<file path="src/rtl/irq_disp_pkg.sv">
`timescale 1ns/1ps
package irq_disp_pkg;

  localparam int unsigned ADDR_W = 16;
  localparam int unsigned DATA_W = 32;

  // Register window bases (byte offsets)
  localparam logic [ADDR_W-1:0] PMAP_BASE = 16'h0C00;
  localparam logic [ADDR_W-1:0] OMAP_BASE = 16'h1000;
  localparam logic [ADDR_W-1:0] PCLR_BASE = 16'h1400;
  localparam logic [ADDR_W-1:0] OCLR_BASE = 16'h1800;

  // Fixed identification pattern held in the low bits of every map register
  localparam logic [DATA_W-1:0] MAP_TAG    = 32'h0000_07C0;
  localparam logic [DATA_W-1:0] OB_TAG_BIT = 32'h0000_0020;

  typedef enum logic [2:0] {
    WIN_NONE,
    WIN_PMAP,
    WIN_OMAP,
    WIN_PCLR,
    WIN_OCLR
  } win_e;

  function automatic logic [DATA_W-2:0] pmap_low(input int unsigned grp_idx,
                                                 input int unsigned grp_size);
    logic [DATA_W-1:0] v;
    v = MAP_TAG | DATA_W'(grp_idx * grp_size);
    return v[DATA_W-2:0];
  endfunction

  function automatic logic [DATA_W-2:0] omap_low(input int unsigned ob_idx);
    logic [DATA_W-1:0] v;
    v = MAP_TAG | OB_TAG_BIT | DATA_W'(ob_idx);
    return v[DATA_W-2:0];
  endfunction

endpackage

</file>
<file path="src/rtl/irq_disp_lowest.sv">
`timescale 1ns/1ps
// Lowest-index-first priority encoder.
module irq_disp_lowest #(
  parameter  int unsigned W  = 64,
  localparam int unsigned IW = $clog2(W)
) (
  input  logic [W-1:0]  vec,
  output logic          hit,
  output logic [IW-1:0] idx
);

  always_comb begin
    hit = |vec;
    idx = '0;
    for (int i = int'(W) - 1; i >= 0; i--) begin
      if (vec[i]) idx = IW'(i);
    end
  end

endmodule

</file>
<file path="src/rtl/irq_disp_regs.sv">
`timescale 1ns/1ps
// Register port decode, enable storage and read-back.
module irq_disp_regs
  import irq_disp_pkg::*;
#(
  parameter  int unsigned N_GRP    = 8,
  parameter  int unsigned GRP_SIZE = 4,
  parameter  int unsigned N_OB     = 32,
  localparam int unsigned N_PCI    = N_GRP * GRP_SIZE,
  localparam int unsigned N_LINES  = N_PCI + N_OB,
  localparam int unsigned GIW      = $clog2(N_GRP),
  localparam int unsigned OIW      = $clog2(N_OB)
) (
  input  logic               clk,
  input  logic               rst_n,
  input  logic               reg_wr,
  input  logic [ADDR_W-1:0]  reg_addr,
  input  logic [DATA_W-1:0]  reg_wdata,
  output logic [DATA_W-1:0]  reg_rdata,
  output win_e               win,
  output logic               wr_act,
  output logic [GIW-1:0]     gidx,
  output logic [OIW-1:0]     oidx,
  output logic               en_bit,
  output logic [N_LINES-1:0] line_en_nxt
);

  // Low address bit of each window's upper compare
  localparam int unsigned MAP_STRIDE_LG = 3;                            // 8 bytes per map
  localparam int unsigned CLR_STRIDE_LG = $clog2(GRP_SIZE) + MAP_STRIDE_LG;
  localparam int unsigned PM_LO = GIW + MAP_STRIDE_LG;
  localparam int unsigned OM_LO = OIW + MAP_STRIDE_LG;
  localparam int unsigned PC_LO = GIW + CLR_STRIDE_LG;

  logic [N_GRP-1:0] pci_en_q, pci_en_d;
  logic [N_OB-1:0]  ob_en_q,  ob_en_d;
  logic             pci_en_upd, ob_en_upd;
  logic             unused_bits;

  assign unused_bits = ^{reg_addr[1:0], reg_wdata[DATA_W-2:0]};
  assign en_bit      = reg_wdata[DATA_W-1];
  assign wr_act      = reg_wr & reg_addr[2];

  // Window decode
  always_comb begin
    win = WIN_NONE;
    if (reg_addr[ADDR_W-1:PM_LO] == PMAP_BASE[ADDR_W-1:PM_LO])      win = WIN_PMAP;
    else if (reg_addr[ADDR_W-1:OM_LO] == OMAP_BASE[ADDR_W-1:OM_LO]) win = WIN_OMAP;
    else if (reg_addr[ADDR_W-1:PC_LO] == PCLR_BASE[ADDR_W-1:PC_LO]) win = WIN_PCLR;
    else if (reg_addr[ADDR_W-1:OM_LO] == OCLR_BASE[ADDR_W-1:OM_LO]) win = WIN_OCLR;
  end

  assign gidx = (win == WIN_PCLR) ? reg_addr[PC_LO-1:CLR_STRIDE_LG]
                                  : reg_addr[PM_LO-1:MAP_STRIDE_LG];
  assign oidx = reg_addr[OM_LO-1:MAP_STRIDE_LG];

  // Enable next state (write applied before selection)
  assign pci_en_upd = wr_act && (win == WIN_PMAP);
  assign ob_en_upd  = wr_act && (win == WIN_OMAP);

  always_comb begin
    pci_en_d = pci_en_q;
    ob_en_d  = ob_en_q;
    if (pci_en_upd) pci_en_d[gidx] = en_bit;
    if (ob_en_upd)  ob_en_d[oidx]  = en_bit;
  end

  always_ff @(posedge clk or negedge rst_n) begin
    if (!rst_n) begin
      pci_en_q <= '0;
      ob_en_q  <= '0;
    end else begin
      if (pci_en_upd) pci_en_q <= pci_en_d;
      if (ob_en_upd)  ob_en_q  <= ob_en_d;
    end
  end

  // Per-line enable view, including this cycle's write
  for (genvar n = 0; n < int'(N_PCI); n++) begin : g_pci_line
    assign line_en_nxt[n] = pci_en_d[n / GRP_SIZE];
  end
  for (genvar k = 0; k < int'(N_OB); k++) begin : g_ob_line
    assign line_en_nxt[N_PCI + k] = ob_en_d[k];
  end

  // Read-back
  always_comb begin
    reg_rdata = '0;
    if (reg_addr[2]) begin
      case (win)
        WIN_PMAP: reg_rdata = {pci_en_q[gidx], pmap_low(int'(gidx), GRP_SIZE)};
        WIN_OMAP: reg_rdata = {ob_en_q[oidx], omap_low(int'(oidx))};
        default:  reg_rdata = '0;
      endcase
    end
  end

endmodule

</file>
<file path="src/rtl/irq_disp_req.sv">
`timescale 1ns/1ps
// Single outstanding request tracking, acknowledge matching and selection.
module irq_disp_req
  import irq_disp_pkg::*;
#(
  parameter  int unsigned N_GRP    = 8,
  parameter  int unsigned GRP_SIZE = 4,
  parameter  int unsigned N_OB     = 32,
  localparam int unsigned N_PCI    = N_GRP * GRP_SIZE,
  localparam int unsigned N_LINES  = N_PCI + N_OB,
  localparam int unsigned LW       = $clog2(N_LINES),
  localparam int unsigned PW       = $clog2(N_PCI),
  localparam int unsigned GIW      = $clog2(N_GRP),
  localparam int unsigned OIW      = $clog2(N_OB),
  localparam int unsigned GS       = $clog2(GRP_SIZE)
) (
  input  logic               clk,
  input  logic               rst_n,
  input  logic [N_LINES-1:0] irq_lvl,
  input  logic [N_LINES-1:0] line_en_nxt,
  input  win_e               win,
  input  logic               wr_act,
  input  logic [GIW-1:0]     gidx,
  input  logic [OIW-1:0]     oidx,
  input  logic               en_bit,
  output logic               req_valid,
  output logic [LW-1:0]      req_line
);

  logic [N_PCI-1:0] pend_q;
  logic             req_v_q, req_v_d, req_v_mid;
  logic [LW-1:0]    req_q, req_d;
  logic             req_upd;

  logic [N_PCI-1:0] pci_rise;
  logic             rise_hit;
  logic [PW-1:0]    rise_idx;
  logic             scan_hit;
  logic [LW-1:0]    scan_idx;
  logic             grp_match, ob_match;

  // Candidate vectors
  assign pci_rise = irq_lvl[N_PCI-1:0] & ~pend_q & line_en_nxt[N_PCI-1:0];

  irq_disp_lowest #(.W(N_PCI)) u_rise_pick (
    .vec (pci_rise),
    .hit (rise_hit),
    .idx (rise_idx)
  );

  irq_disp_lowest #(.W(N_LINES)) u_scan_pick (
    .vec (irq_lvl & line_en_nxt),
    .hit (scan_hit),
    .idx (scan_idx)
  );

  // Does the outstanding request belong to the addressed map or acknowledge?
  assign grp_match = req_v_q && !req_q[LW-1] && (req_q[LW-2:GS] == gidx);
  assign ob_match  = req_v_q && (req_q == {1'b1, oidx});

  // Next state: write effects first, then one selection
  always_comb begin
    req_v_mid = req_v_q;
    if (wr_act) begin
      case (win)
        WIN_PMAP: if (!en_bit && grp_match) req_v_mid = 1'b0;
        WIN_OMAP: if (!en_bit && ob_match)  req_v_mid = 1'b0;
        WIN_PCLR: if (grp_match)            req_v_mid = 1'b0;
        WIN_OCLR: if (ob_match)             req_v_mid = 1'b0;
        default:  req_v_mid = req_v_q;
      endcase
    end

    req_v_d = req_v_mid;
    req_d   = req_q;
    if (rise_hit) begin
      req_v_d = 1'b1;
      req_d   = LW'(rise_idx);
    end else if (!req_v_mid) begin
      req_v_d = scan_hit;
      req_d   = scan_hit ? scan_idx : '0;
    end
  end

  assign req_upd = (req_v_d != req_v_q) || (req_d != req_q);

  always_ff @(posedge clk or negedge rst_n) begin
    if (!rst_n) begin
      pend_q  <= '0;
      req_v_q <= 1'b0;
      req_q   <= '0;
    end else begin
      pend_q <= irq_lvl[N_PCI-1:0];
      if (req_upd) begin
        req_v_q <= req_v_d;
        req_q   <= req_d;
      end
    end
  end

  assign req_valid = req_v_q;
  assign req_line  = req_q;

endmodule

</file>
<file path="src/rtl/irq_disp_top.sv">
`timescale 1ns/1ps
module irq_disp_top
  import irq_disp_pkg::*;
#(
  parameter  int unsigned N_GRP    = 8,
  parameter  int unsigned GRP_SIZE = 4,
  parameter  int unsigned N_OB     = 32,
  localparam int unsigned N_LINES  = N_GRP * GRP_SIZE + N_OB,
  localparam int unsigned LW       = $clog2(N_LINES),
  localparam int unsigned GIW      = $clog2(N_GRP),
  localparam int unsigned OIW      = $clog2(N_OB)
) (
  input  logic               clk,
  input  logic               rst_n,
  input  logic [N_LINES-1:0] irq_lvl,
  input  logic               reg_wr,
  input  logic [ADDR_W-1:0]  reg_addr,
  input  logic [DATA_W-1:0]  reg_wdata,
  output logic [DATA_W-1:0]  reg_rdata,
  output logic               req_valid,
  output logic [LW-1:0]      req_line
);

  // Reset: asserted asynchronously, released on the clock
  logic [1:0] rst_sync_q;
  logic       rst_int_n;

  always_ff @(posedge clk or negedge rst_n) begin
    if (!rst_n) rst_sync_q <= '0;
    else        rst_sync_q <= {rst_sync_q[0], 1'b1};
  end
  assign rst_int_n = rst_sync_q[1];

  win_e               win;
  logic               wr_act;
  logic [GIW-1:0]     gidx;
  logic [OIW-1:0]     oidx;
  logic               en_bit;
  logic [N_LINES-1:0] line_en_nxt;

  irq_disp_regs #(
    .N_GRP    (N_GRP),
    .GRP_SIZE (GRP_SIZE),
    .N_OB     (N_OB)
  ) u_regs (
    .clk         (clk),
    .rst_n       (rst_int_n),
    .reg_wr      (reg_wr),
    .reg_addr    (reg_addr),
    .reg_wdata   (reg_wdata),
    .reg_rdata   (reg_rdata),
    .win         (win),
    .wr_act      (wr_act),
    .gidx        (gidx),
    .oidx        (oidx),
    .en_bit      (en_bit),
    .line_en_nxt (line_en_nxt)
  );

  irq_disp_req #(
    .N_GRP    (N_GRP),
    .GRP_SIZE (GRP_SIZE),
    .N_OB     (N_OB)
  ) u_req (
    .clk         (clk),
    .rst_n       (rst_int_n),
    .irq_lvl     (irq_lvl),
    .line_en_nxt (line_en_nxt),
    .win         (win),
    .wr_act      (wr_act),
    .gidx        (gidx),
    .oidx        (oidx),
    .en_bit      (en_bit),
    .req_valid   (req_valid),
    .req_line    (req_line)
  );

endmodule

</file>
<file path="config.mk">
export PLATFORM = sky130hd
export DESIGN_NAME = irq_disp_top
export DESIGN_NICKNAME = d
export VERILOG_FILES = /design/src/rtl/irq_disp_pkg.sv /design/src/rtl/irq_disp_lowest.sv /design/src/rtl/irq_disp_regs.sv /design/src/rtl/irq_disp_req.sv /design/src/rtl/irq_disp_top.sv
export SDC_FILE = /design/constraint.sdc
export NUM_CORES = 1
export LEC_CHECK = 0
export CAP_MARGIN = 30
export CORE_UTILIZATION = 46
export DETAILED_ROUTE_END_ITERATION = 8
export DONT_BUFFER_PORTS = 1
export PLACE_DENSITY_LB_ADDON = 0.05
export SKIP_CTS_REPAIR_TIMING = 1
export SLEW_MARGIN = 10
export SYNTH_ARGS = -nofsm -noshare
export SYNTH_HDL_FRONTEND = slang
export SYNTH_SLANG_ARGS = --single-unit
</file>
<file path="constraint.sdc">
create_clock -name clk -period 6.9 [get_ports clk]
set_input_delay 0.69 -clock clk [delete_from_list [all_inputs] [get_ports clk]]
set_output_delay 0.69 -clock clk [all_outputs]
set_load 0.01 [all_outputs]
</file>
==> results.cfg, run 1 <==
[status]
outcome = completed

[run]
cap_violations = 0

[worst_setup_path]
critical_path_class = input port to register
cp.required_ns = 7.18
crit_path_max_fanout = 8
slowest_delay_ns = 0.75
critPathArrivalTime_ns = 4.52
cp_cell_sequence = or4_1 > nor4_1 > nand2_1 > mux2i_1 > o31ai_1 > a211oi_1 > o21ai_0 > nand4_1 > a2111oi_1 > a2bb2oi_1
rr_worst_depth = 11
rr_endpoint = u_req.req_line[1]
cpMaxStageDelayCell = nor4_1
reg2reg_from = u_req.req_line[4]
crit_path_end_kind = register
critPathLaunchType = input port
ff2ff_setup_slack_ns = 3.75

[cells_and_area]
drive_above_1_share = 0.132
antenna_cells = 0
syn_to_final_growth_pct = 5.98
nets = 814
final_util = 0.500
design_area_mm2 = 0.00663

[sta]
fin_ws_ns = 2.65
hold_viol = 0
report.final.slew_viol_count = 0
skew_ns = 0.00867
fin_crit_sh = 0.615
min_period_ns = 4.25
setup_viol = 0
slew_headroom = 0.457
finalSetupTns_ns = 0
rsz0062_at_grt = no
fmax_mhz = 236
tightest_slew_ns = 0.792

[synth]
ys_seq_elements = 81
synth-simple-area-share = 0.267
postSynth.asyncResetShare = 1.00
ys_seq_area_frac = 0.324
synth_cell_types = 87
synth_top_family_by_area = simple AND/OR/NAND/NOR gates
synth_area_per_cell_um2 = 8.72
synthXorXnorAreaFrac = 0.0112
synth_fa_ha_area_frac = 0
synth-compound-area-share = 0.185
syn_area_mm2 = 0.00625
synth_ff_type = dfrtp_1
synth_edf_count = 0
synthCells = 717
synth_warnings = 0
synth.area.mux_share = 0.144

[pwr]
power.share.sequential = 0.452
internal-power_mw = 0.846
p_sw_mw = 0.284
peakVddDrop_mv = 0.146
power_frac_clock = 0.459
leakage_nw = 2.89
p_per_area_mw_per_mm2 = 170
switching_share = 0.251
comb_power_share = 0.089
total_power_mw = 1.13

[detailed_routing]
viasPerCell = 6.26
route.detailed.drc = 0
route.final.wire_length_um = 17900
antenna_left = 0
first_iter_violations = 591
drtPass1Iterations = 5
wire_per_inst_um = 20.4
vias = 5507

[cts]
cts-htree-levels = 3
cts_made_buffers = 9
clk_pin_slew_worst_paths_ns = 0.06
root_buffer = clkbuf_16
cts.sinks = 81
clock_latency_ns = 0.36
cts_tree = built
cts_max_path_buffers = 2

[placement]
gp_congestion = 0.834
place_ws_ns = 2.36
dpl_cell_area_mm2 = 0.00630
dp_hpwl_um = 13400
io_buffers = 0

[grt]
grt_max_degree = 64
grt_pass1_vias = 5275
grt_pass1_wl_um = 28600
track_usage = 0.264
antenna_found_initial = 0
grt_overflow_total = 0

[floorplanning]
fp-row-count = 42
dieArea_mm2 = 0.0141
start_util = 0.472
num_io_pins = 154
dieWidth_um = 119
die_h_um = 119
design.core.area_mm2 = 0.0132

[worst_hold_path]
worst_hold_path_type = input port to async pin
## kinds of logic (layout without fill, tap and decap cells)
group	count (synthesis)	in the layout
other	2	21
muxes	72	72
DFF	81	81
buffers and inverters	86	54
and+or+nand+nor	302	302
xor gates and xnor gates	8	8
AOI/OAI and AO/OA	166	166
## placed cells by master, fill, tap and decap left out, drive strengths merged, types with 4 or more instances in the layout
cell	Yosys	final
a211oi	7	7
a21oi	36	36
a22oi	7	7
a31oi	8	8
a32oi	6	6
and2	8	8
buf	31	5
clkbuf	23	14
conb	2	21
dfrtp	81	81
inv	31	32
mux2	31	31
mux2i	33	33
mux4	8	8
nand2	90	90
nand2b	17	17
nand3	11	11
nand3b	6	6
nand4	18	18
nor2	48	48
nor2b	27	27
nor3	19	19
nor3b	9	9
nor4	22	22
o2111ai	4	4
o211ai	9	9
o21ai	30	30
o221ai	4	4
o22a	4	4
o22ai	8	8
o31ai	6	6
or2	6	6
or4	4	4
xnor2	4	4
xor2	4	4
## Yosys cell counts, drive strengths merged (8+ instances only)
master,count,area (µm²)
nor2b,27,169
o22ai,8,50.1
buf,31,215
nand4,18,113
o211ai,9,72.6
dfrtp,81,2030
nand2,90,343
o21ai,30,150
and2,8,50.1
mux2i,33,368
clkbuf,23,87.6
nor2,48,180
nand2b,17,106
nor3b,9,67.6
a21oi,36,180
nor4,22,186
inv,31,116
mux4,8,180
nand3,11,55.1
mux2,31,349
a31oi,8,50.1
nor3,19,111
## sequential cells by signal, indices dropped and copies added, names as in the netlist
| register | count |
|---|---|
| u_req.req_valid | 1 |
| u_req.pend_q | 32 |
| u_regs.pci_en_q | 8 |
| u_req.req_line | 6 |
| rst_sync_q | 2 |
| u_regs.ob_en_q | 32 |
## layout make-up
cell class                      instances  area [µm²]
Clock buffer                           13         270
Timing Repair Buffer                    6        65.1
Multi-Input combinational cell        569        3870
Sequential cell                        81        2030
Clock inverter                          3        46.3
Inverter                               32         120
Fill cell                            1283        6620
Tap cell                              176         220
## worst max-delay path by stage
stage | startpoint | to | slack, ns | cells after the start
3_3_place_gp | reg_addr[9] | u_req.req_line[1] | 2.37 | 9
6_report | reg_addr[9] | u_req.req_line[1] | 2.65 | 10
4_1_cts | reg_addr[9] | u_req.req_line[1] | 2.69 | 9
2_1_floorplan | reg_addr[9] | u_req.req_line[0] | 3.27 | 13
3_5_place_dp | reg_addr[9] | u_req.req_line[1] | 2.36 | 9
5_1_grt | reg_addr[9] | u_req.req_line[0] | 2.56 | 10
## through the flow
step | instances | hold WS [ns]
global route | 880 | 0.00908
CTS | 879 | 0.0154
global placement | 862 | 0.342
finish | 880 | 0.0244
floorplan | 736 | 0.331
detailed placement | 863 | 0.206
## critical path, delay by kind of cell
kind             cells  cell delay [ns]
AO/OA/AOI/OAI        5             1.81
multiplexers         1             0.20
AND/OR/NAND/NOR      4             1.84
## metal layers
metal | GRT usage | routed length [µm] | vias to the layer above | share of wire
met5 | 0 | 0 | - | 0
met1 | 0.387 | 8740 | 2678 | 0.49
met3 | 0.0835 | 1440 | 17 | 0.080
met4 | 0.0609 | 191 | 0 | 0.011
li1 | - | - | 2588 | -
met2 | 0.376 | 7550 | 224 | 0.42
## power groups by stage
stage / registers (mW) / clock network (mW) / logic, mW
finish: 0.510 / 0.518 / 0.101
floorplan: 0.517 / 0 / 0.0974
CTS: 0.510 / 0.527 / 0.100
global route: 0.512 / 0.546 / 0.114
detailed placement: 0.519 / 0 / 0.0997
global placement: 0.525 / 0 / 0.0897
Note: power is estimated with default switching activity, not from simulation.
==> inputs of run 2 (changes only) <==
--- a/config.mk
+++ b/config.mk
@@ -5,6 +5,7 @@
 export SDC_FILE = /design/constraint.sdc
 export NUM_CORES = 1
 export LEC_CHECK = 0
+export ABC_AREA = 1
 export CAP_MARGIN = 30
 export CORE_UTILIZATION = 46
 export DETAILED_ROUTE_END_ITERATION = 8
==> constraint.sdc (replaced) <==
create_clock -name clk -period 3.6 [get_ports clk]
set_input_delay 0.36 -clock clk [delete_from_list [all_inputs] [get_ports clk]]
set_output_delay 0.36 -clock clk [all_outputs]
set_load 0.01 [all_outputs]
==> run 2 against run 1 <==
- the run now ends with negative setup slack left
- hold slack better by 0.015 ns
- die area down 14%
- synthesized cell count is 7.8% higher
- critical path type unchanged
- critical endpoint is now u_req.req_line[0]
==> results.cfg, run 2 <==
[status]
outcome = complete, but fails checks
violations = negative setup slack

[cells_and_area]
fill_cells = 1057
reg_top3 = u_regs.ob_en_q: 32 flops, u_req.pend_q: 32 flops, u_regs.pci_en_q: 8 flops
mostFrequentLayoutCells = nand2_1 (251), buf_4 (118), nor2_1 (102), dfrtp_1 (80), inv_1 (74)
nets = 1014
final_common_cell = nand2_1
drive_above_1_share = 0.222
syn_to_final_growth_pct = 26.4
antenna_cells = 0

[floorplanning]
dieArea_mm2 = 0.0120
start_util = 0.482
num_io_pins = 154
dieWidth_um = 110
fp-row-count = 38
design.core.area_mm2 = 0.0111
die_h_um = 110

[grt]
track_usage = 0.259
antenna_found_initial = 0
grt_max_degree = 54
grt_pass1_vias = 5236
grt_overflow_total = 0
grt_pass1_wl_um = 23700

[worst_hold_path]
hold-path-cell-count = 0
hold_end = u_req.pend_q[2]
worst_hold_path_type = input port to register
hold_path_startpoint = irq_lvl[2]

[placement]
place_ws_ns = -0.812
io_buffers = 0
gp_congestion = 0.872
dp_hpwl_um = 11900

[sta]
finalSetupTns_ns = -0.456
hold-worst-slack_ns = 0.0396
min_period_ns = 4.06
fin_crit_sh = 1.13
fmax_mhz = 247
setup_viol = 1
fin_ws_ns = -0.456
skew_ns = 0.00695
tightest_slew_ns = 0.498
report.final.slew_viol_count = 0
hold_viol = 0
slew_headroom = 0.664
rsz0062_at_grt = yes

[synth]
synth_warnings = 0
synth_most_common_cell = nand2_1
synth_cell_types = 44
yosys.area.top_type = dfrtp_1
ys_seq_elements = 81
synth_top_cell_area_share = 0.380
ys_seq_area_frac = 0.380
synthTopCellsByCount = nand2_1 (260), nor2_1 (106), dfrtp_1 (81), inv_1 (76), o21ai_0 (41)
syn_area_mm2 = 0.00534
synth_edf_count = 0
synth_ff_type = dfrtp_1
synthCells = 773
postSynth.asyncResetShare = 1.00
synth_area_per_cell_um2 = 6.90
synth.area.top_cells = dfrtp_1 (38%), nand2_1 (18%), nor2_1 (7.5%)

[worst_setup_path]
critical_path_class = input port to register
worst-path-buf-inv = 3
crit_path_max_fanout = 5
crit_path_end_kind = register
slowest_delay_ns = 0.15
critPathLaunchType = input port
rr_worst_depth = 70
critPathArrivalTime_ns = 4.33
rr_endpoint = u_req.req_line[0]
crit_start = reg_addr[14]
cp.required_ns = 3.88
crit_family = simple AND/OR/NAND/NOR gates
ff2ff_setup_slack_ns = -0.43
cpMaxStageDelayCell = nand3_4
reg2reg_from = u_regs.ob_en_q[31]
cpMostUsedCell = nand2_1

[cts]
clock_latency_ns = 0.35
cts_tree = built
clk_pin_slew_worst_paths_ns = 0.06
cts-htree-levels = 3
cts.sinks = 81
cts_made_buffers = 9
cts_max_path_buffers = 2
root_buffer = clkbuf_16

[run]
cap_violations = 0

[pwr]
peakVddDrop_mv = 0.329
total_power_mw = 2.10
leakage_nw = 3.80
p_per_area_mw_per_mm2 = 312

[detailed_routing]
wire_per_inst_um = 14.1
route.detailed.drc = 0
first_iter_violations = 251
drtPass1Iterations = 5
vias = 5301
antenna_left = 0
route.final.wire_length_um = 14700
viasPerCell = 5.09
run 2: changes by cell type after synthesis, sizes merged, moves of 19 or more:
cell / change
a21oi: -19
nor2b: -27
clkbuf: -20
o21ai: +25
inv: +59
nor2: +67
mux2: -31
nand2: +182
run 2: cell families (layout without fill, tap and decap cells):
family / after synthesis / in the layout / synth area share
xor+xnor: 1 / 1 / 0.00164
mux: 19 / 19 / 0.0356
compound gates: 134 / 134 / 0.157
buf+inv: 121 / 231 / 0.102
other cells: 2 / 21 / 0.00141
simple gates: 415 / 415 / 0.322
flops: 81 / 81 / 0.380
run 2: worst max path at each step:
stage	end	cells after the start
after global routing	u_req.req_line[0]	71
after floorplan	u_req.req_line[0]	70
final	u_req.req_line[0]	71
after global placement	u_req.req_line[0]	70
after CTS	u_req.req_line[0]	70
after detailed placement	u_req.req_line[0]	70
run 2: through the flow:
stage               utilization  cell area [µm²]  cells
finish                    0.609             6740   1042
global route              0.609             6740   1042
CTS                       0.595             6600   1036
detailed placement        0.571             6320   1022
global placement          0.568             6300   1021
floorplan                     -             5410    792
run 2: where the power goes:
group | leakage [nW] | switching (mW) | internal [mW]
Clock | 0.130 | 0.354 | 0.531
Sequential | 1.00 | 0.0239 | 0.937
Combinational | 2.67 | 0.144 | 0.112
run 2: layer usage:
layer | vias up | global-route usage | wire [µm]
li1 | 2720 | - | -
met1 | 2392 | 0.301 | 6280
met2 | 160 | 0.455 | 7090
met3 | 29 | 0.0605 | 959
met4 | 0 | 0.115 | 390
met5 | - | 0 | 0
run 2: final cells by class:
cell class / count / area [µm²] / share of cell area
Clock buffer: 13 / 240 / 0.0356
Clock inverter: 1 / 30.0 / 0.00445
Inverter: 93 / 350 / 0.0520
Multi-Input combinational cell: 590 / 2930 / 0.435
Sequential cell: 81 / 2030 / 0.301
Tap cell: 140 / 175 / 0.0260
Timing Repair Buffer: 124 / 986 / 0.146
==> inputs of run 3 (changes only) <==
--- a/config.mk
+++ b/config.mk
@@ -10,6 +10,7 @@
 export CORE_UTILIZATION = 46
 export DETAILED_ROUTE_END_ITERATION = 8
 export DONT_BUFFER_PORTS = 1
+export GPL_ROUTABILITY_DRIVEN = 1
 export PLACE_DENSITY_LB_ADDON = 0.05
 export SKIP_CTS_REPAIR_TIMING = 1
 export SLEW_MARGIN = 10
==> constraint.sdc (replaced) <==
create_clock -name clk -period 3.5 [get_ports clk]
set_input_delay 0.35 -clock clk [delete_from_list [all_inputs] [get_ports clk]]
set_output_delay 0.35 -clock clk [all_outputs]
set_load 0.01 [all_outputs]
==> run 3 against run 2 <==
- the run still ends with negative setup slack left
- highest routed layer unchanged
- wire length increased by 1.9%
- global-route usage increased by 0.39 points
- setup slack got worse by 0.057 ns
- clock skew increased by 0.0079 ns
- sequential cell count unchanged
- total power increased by 7.1%
==> results.cfg, run 3 (same netlist as run 2, synthesis figures left out) <==
[cts]
clk_pin_slew_worst_paths_ns = 0.07
cts_tree = built
root_buffer = clkbuf_16
cts_made_buffers = 9
cts.sinks = 81
clock_latency_ns = 0.35
cts_max_path_buffers = 2
cts-htree-levels = 3

[worst_hold_path]
hold_end = u_req.pend_q[1]
hold-path-cell-count = 0
hold_path_startpoint = irq_lvl[1]
worst_hold_path_type = input port to register

[worst_setup_path]
rr_worst_depth = 70
crit_path_end_kind = register
cp.required_ns = 3.78
cpMaxStageDelayCell = o21ai_2
crit_path_max_fanout = 7
reg2reg_from = u_regs.ob_en_q[31]
slowest_delay_ns = 0.15
crit_family = compound AO/OA/AOI/OAI gates
critPathLaunchType = input port
cpMostUsedCell = o22ai_1
rr_endpoint = u_req.req_line[0]
critPathArrivalTime_ns = 4.30
critical_path_class = input port to register
ff2ff_setup_slack_ns = -0.50
worst-path-buf-inv = 2

[grt]
grt_pass1_wl_um = 24100
grt_use_met3 = 0.0664
grt_overflow_total = 0
busiest_layer = met2
grt_max_degree = 54
track_usage = 0.263
grt_pass1_vias = 5393
grt_use_met1 = 0.303
grt_use_met2 = 0.464
antenna_found_initial = 0

[floorplanning]
dieArea_mm2 = 0.0120
num_io_pins = 154
design.core.area_mm2 = 0.0111
fp-row-count = 38
dieWidth_um = 110
start_util = 0.482
die_h_um = 110

[pwr]
p_per_area_mw_per_mm2 = 330
peakVddDrop_mv = 0.391
total_power_mw = 2.25
leakage_nw = 3.83

[detailed_routing]
first_iter_violations = 269
route.detailed.drc = 0
route.final.wire_length_um = 15000
wire_per_inst_um = 14.3
drtPass1Iterations = 4
vias = 5359
antenna_left = 0
viasPerCell = 5.10

[cells_and_area]
antenna_cells = 0
reg_top3 = u_regs.ob_en_q: 32 flops, u_req.pend_q: 32 flops, u_regs.pci_en_q: 8 flops
fill_cells = 1034
design_area_mm2 = 0.00681
drive_above_1_share = 0.234
final_util = 0.615
nets = 1021
mostFrequentLayoutCells = nand2_1 (257), buf_4 (127), nor2_1 (99), dfrtp_1 (80), inv_1 (72)
final_common_cell = nand2_1
syn_to_final_growth_pct = 27.6

[sta]
hold_viol = 0
fin_ws_ns = -0.513
rsz0062_at_grt = yes
tightest_slew_ns = 0.516
setup_viol = 1
report.final.slew_viol_count = 0
min_period_ns = 4.01
skew_ns = 0.0148
fin_crit_sh = 1.15
fmax_mhz = 249
hold-worst-slack_ns = 0.0212
slew_headroom = 0.652

[placement]
place_ws_ns = -0.828
dpl_cell_area_mm2 = 0.00639
io_buffers = 0
gp_congestion = 0.873
dp_hpwl_um = 12000

[status]
outcome = complete, but fails checks
violations = negative setup slack

[run]
cap_violations = 0
-- run 3: cell count changes in the layout (fill, tap and decap cells not counted), moves of 2 or more --
cell	change
nor2_2	+4
inv_2	+2
clkbuf_1	-4
nor2_1	-3
nand2_2	-6
nand2_1	+6
buf_4	+9
inv_1	-2
inv_6	+2
-- run 3: per-layer routing --
| layer | part of all wire | up-vias |
|---|---|---|
| li1 | - | 2730 |
| met1 | 0.43 | 2473 |
| met2 | 0.50 | 128 |
| met3 | 0.050 | 28 |
| met4 | 0.026 | 0 |
| met5 | 0 | - |
-- run 3: layout make-up --
class | count | area (µm²) | area share
flip-flops and latches | 81 | 2030 | 0.298
multi-input cells | 590 | 2920 | 0.429
clock inverters | 6 | 71.3 | 0.0105
clock buffers | 10 | 239 | 0.0351
inverters | 93 | 350 | 0.0514
well taps | 140 | 175 | 0.0257
repair buffers | 131 | 1020 | 0.150
-- run 3: metrics by stage --
| step | TNS (ns) | cells |
|---|---|---|
| finish | -0.513 | 1051 |
| global route | -1.57 | 1051 |
| CTS | -0.546 | 1048 |
| detailed placement | -1.47 | 1032 |
| global placement | -1.19 | 1031 |
| floorplan | -0.442 | 792 |
-- run 3: worst max path at each step --
stage                                   from  depth (start not counted)  slack (ns)                 to
after floorplan                  reg_addr[8]                         70       -0.44  u_req.req_line[0]
after global placement          reg_addr[13]                         70       -0.80  u_req.req_line[0]
after detailed placement         reg_addr[8]                         70       -0.83  u_req.req_line[0]
after CTS                 u_regs.ob_en_q[31]                         70       -0.55  u_req.req_line[0]
after global routing      u_regs.ob_en_q[31]                         70       -1.13  u_req.req_line[0]
final                           reg_addr[14]                         37       -0.51  u_req.req_line[0]
-- run 3: report_power, final --
group,switching [mW],total [mW],internal [mW],leakage [nW]
Clock,0.416,0.997,0.581,0.151
Sequential,0.0247,0.988,0.963,1.00
Combinational,0.149,0.266,0.117,2.68
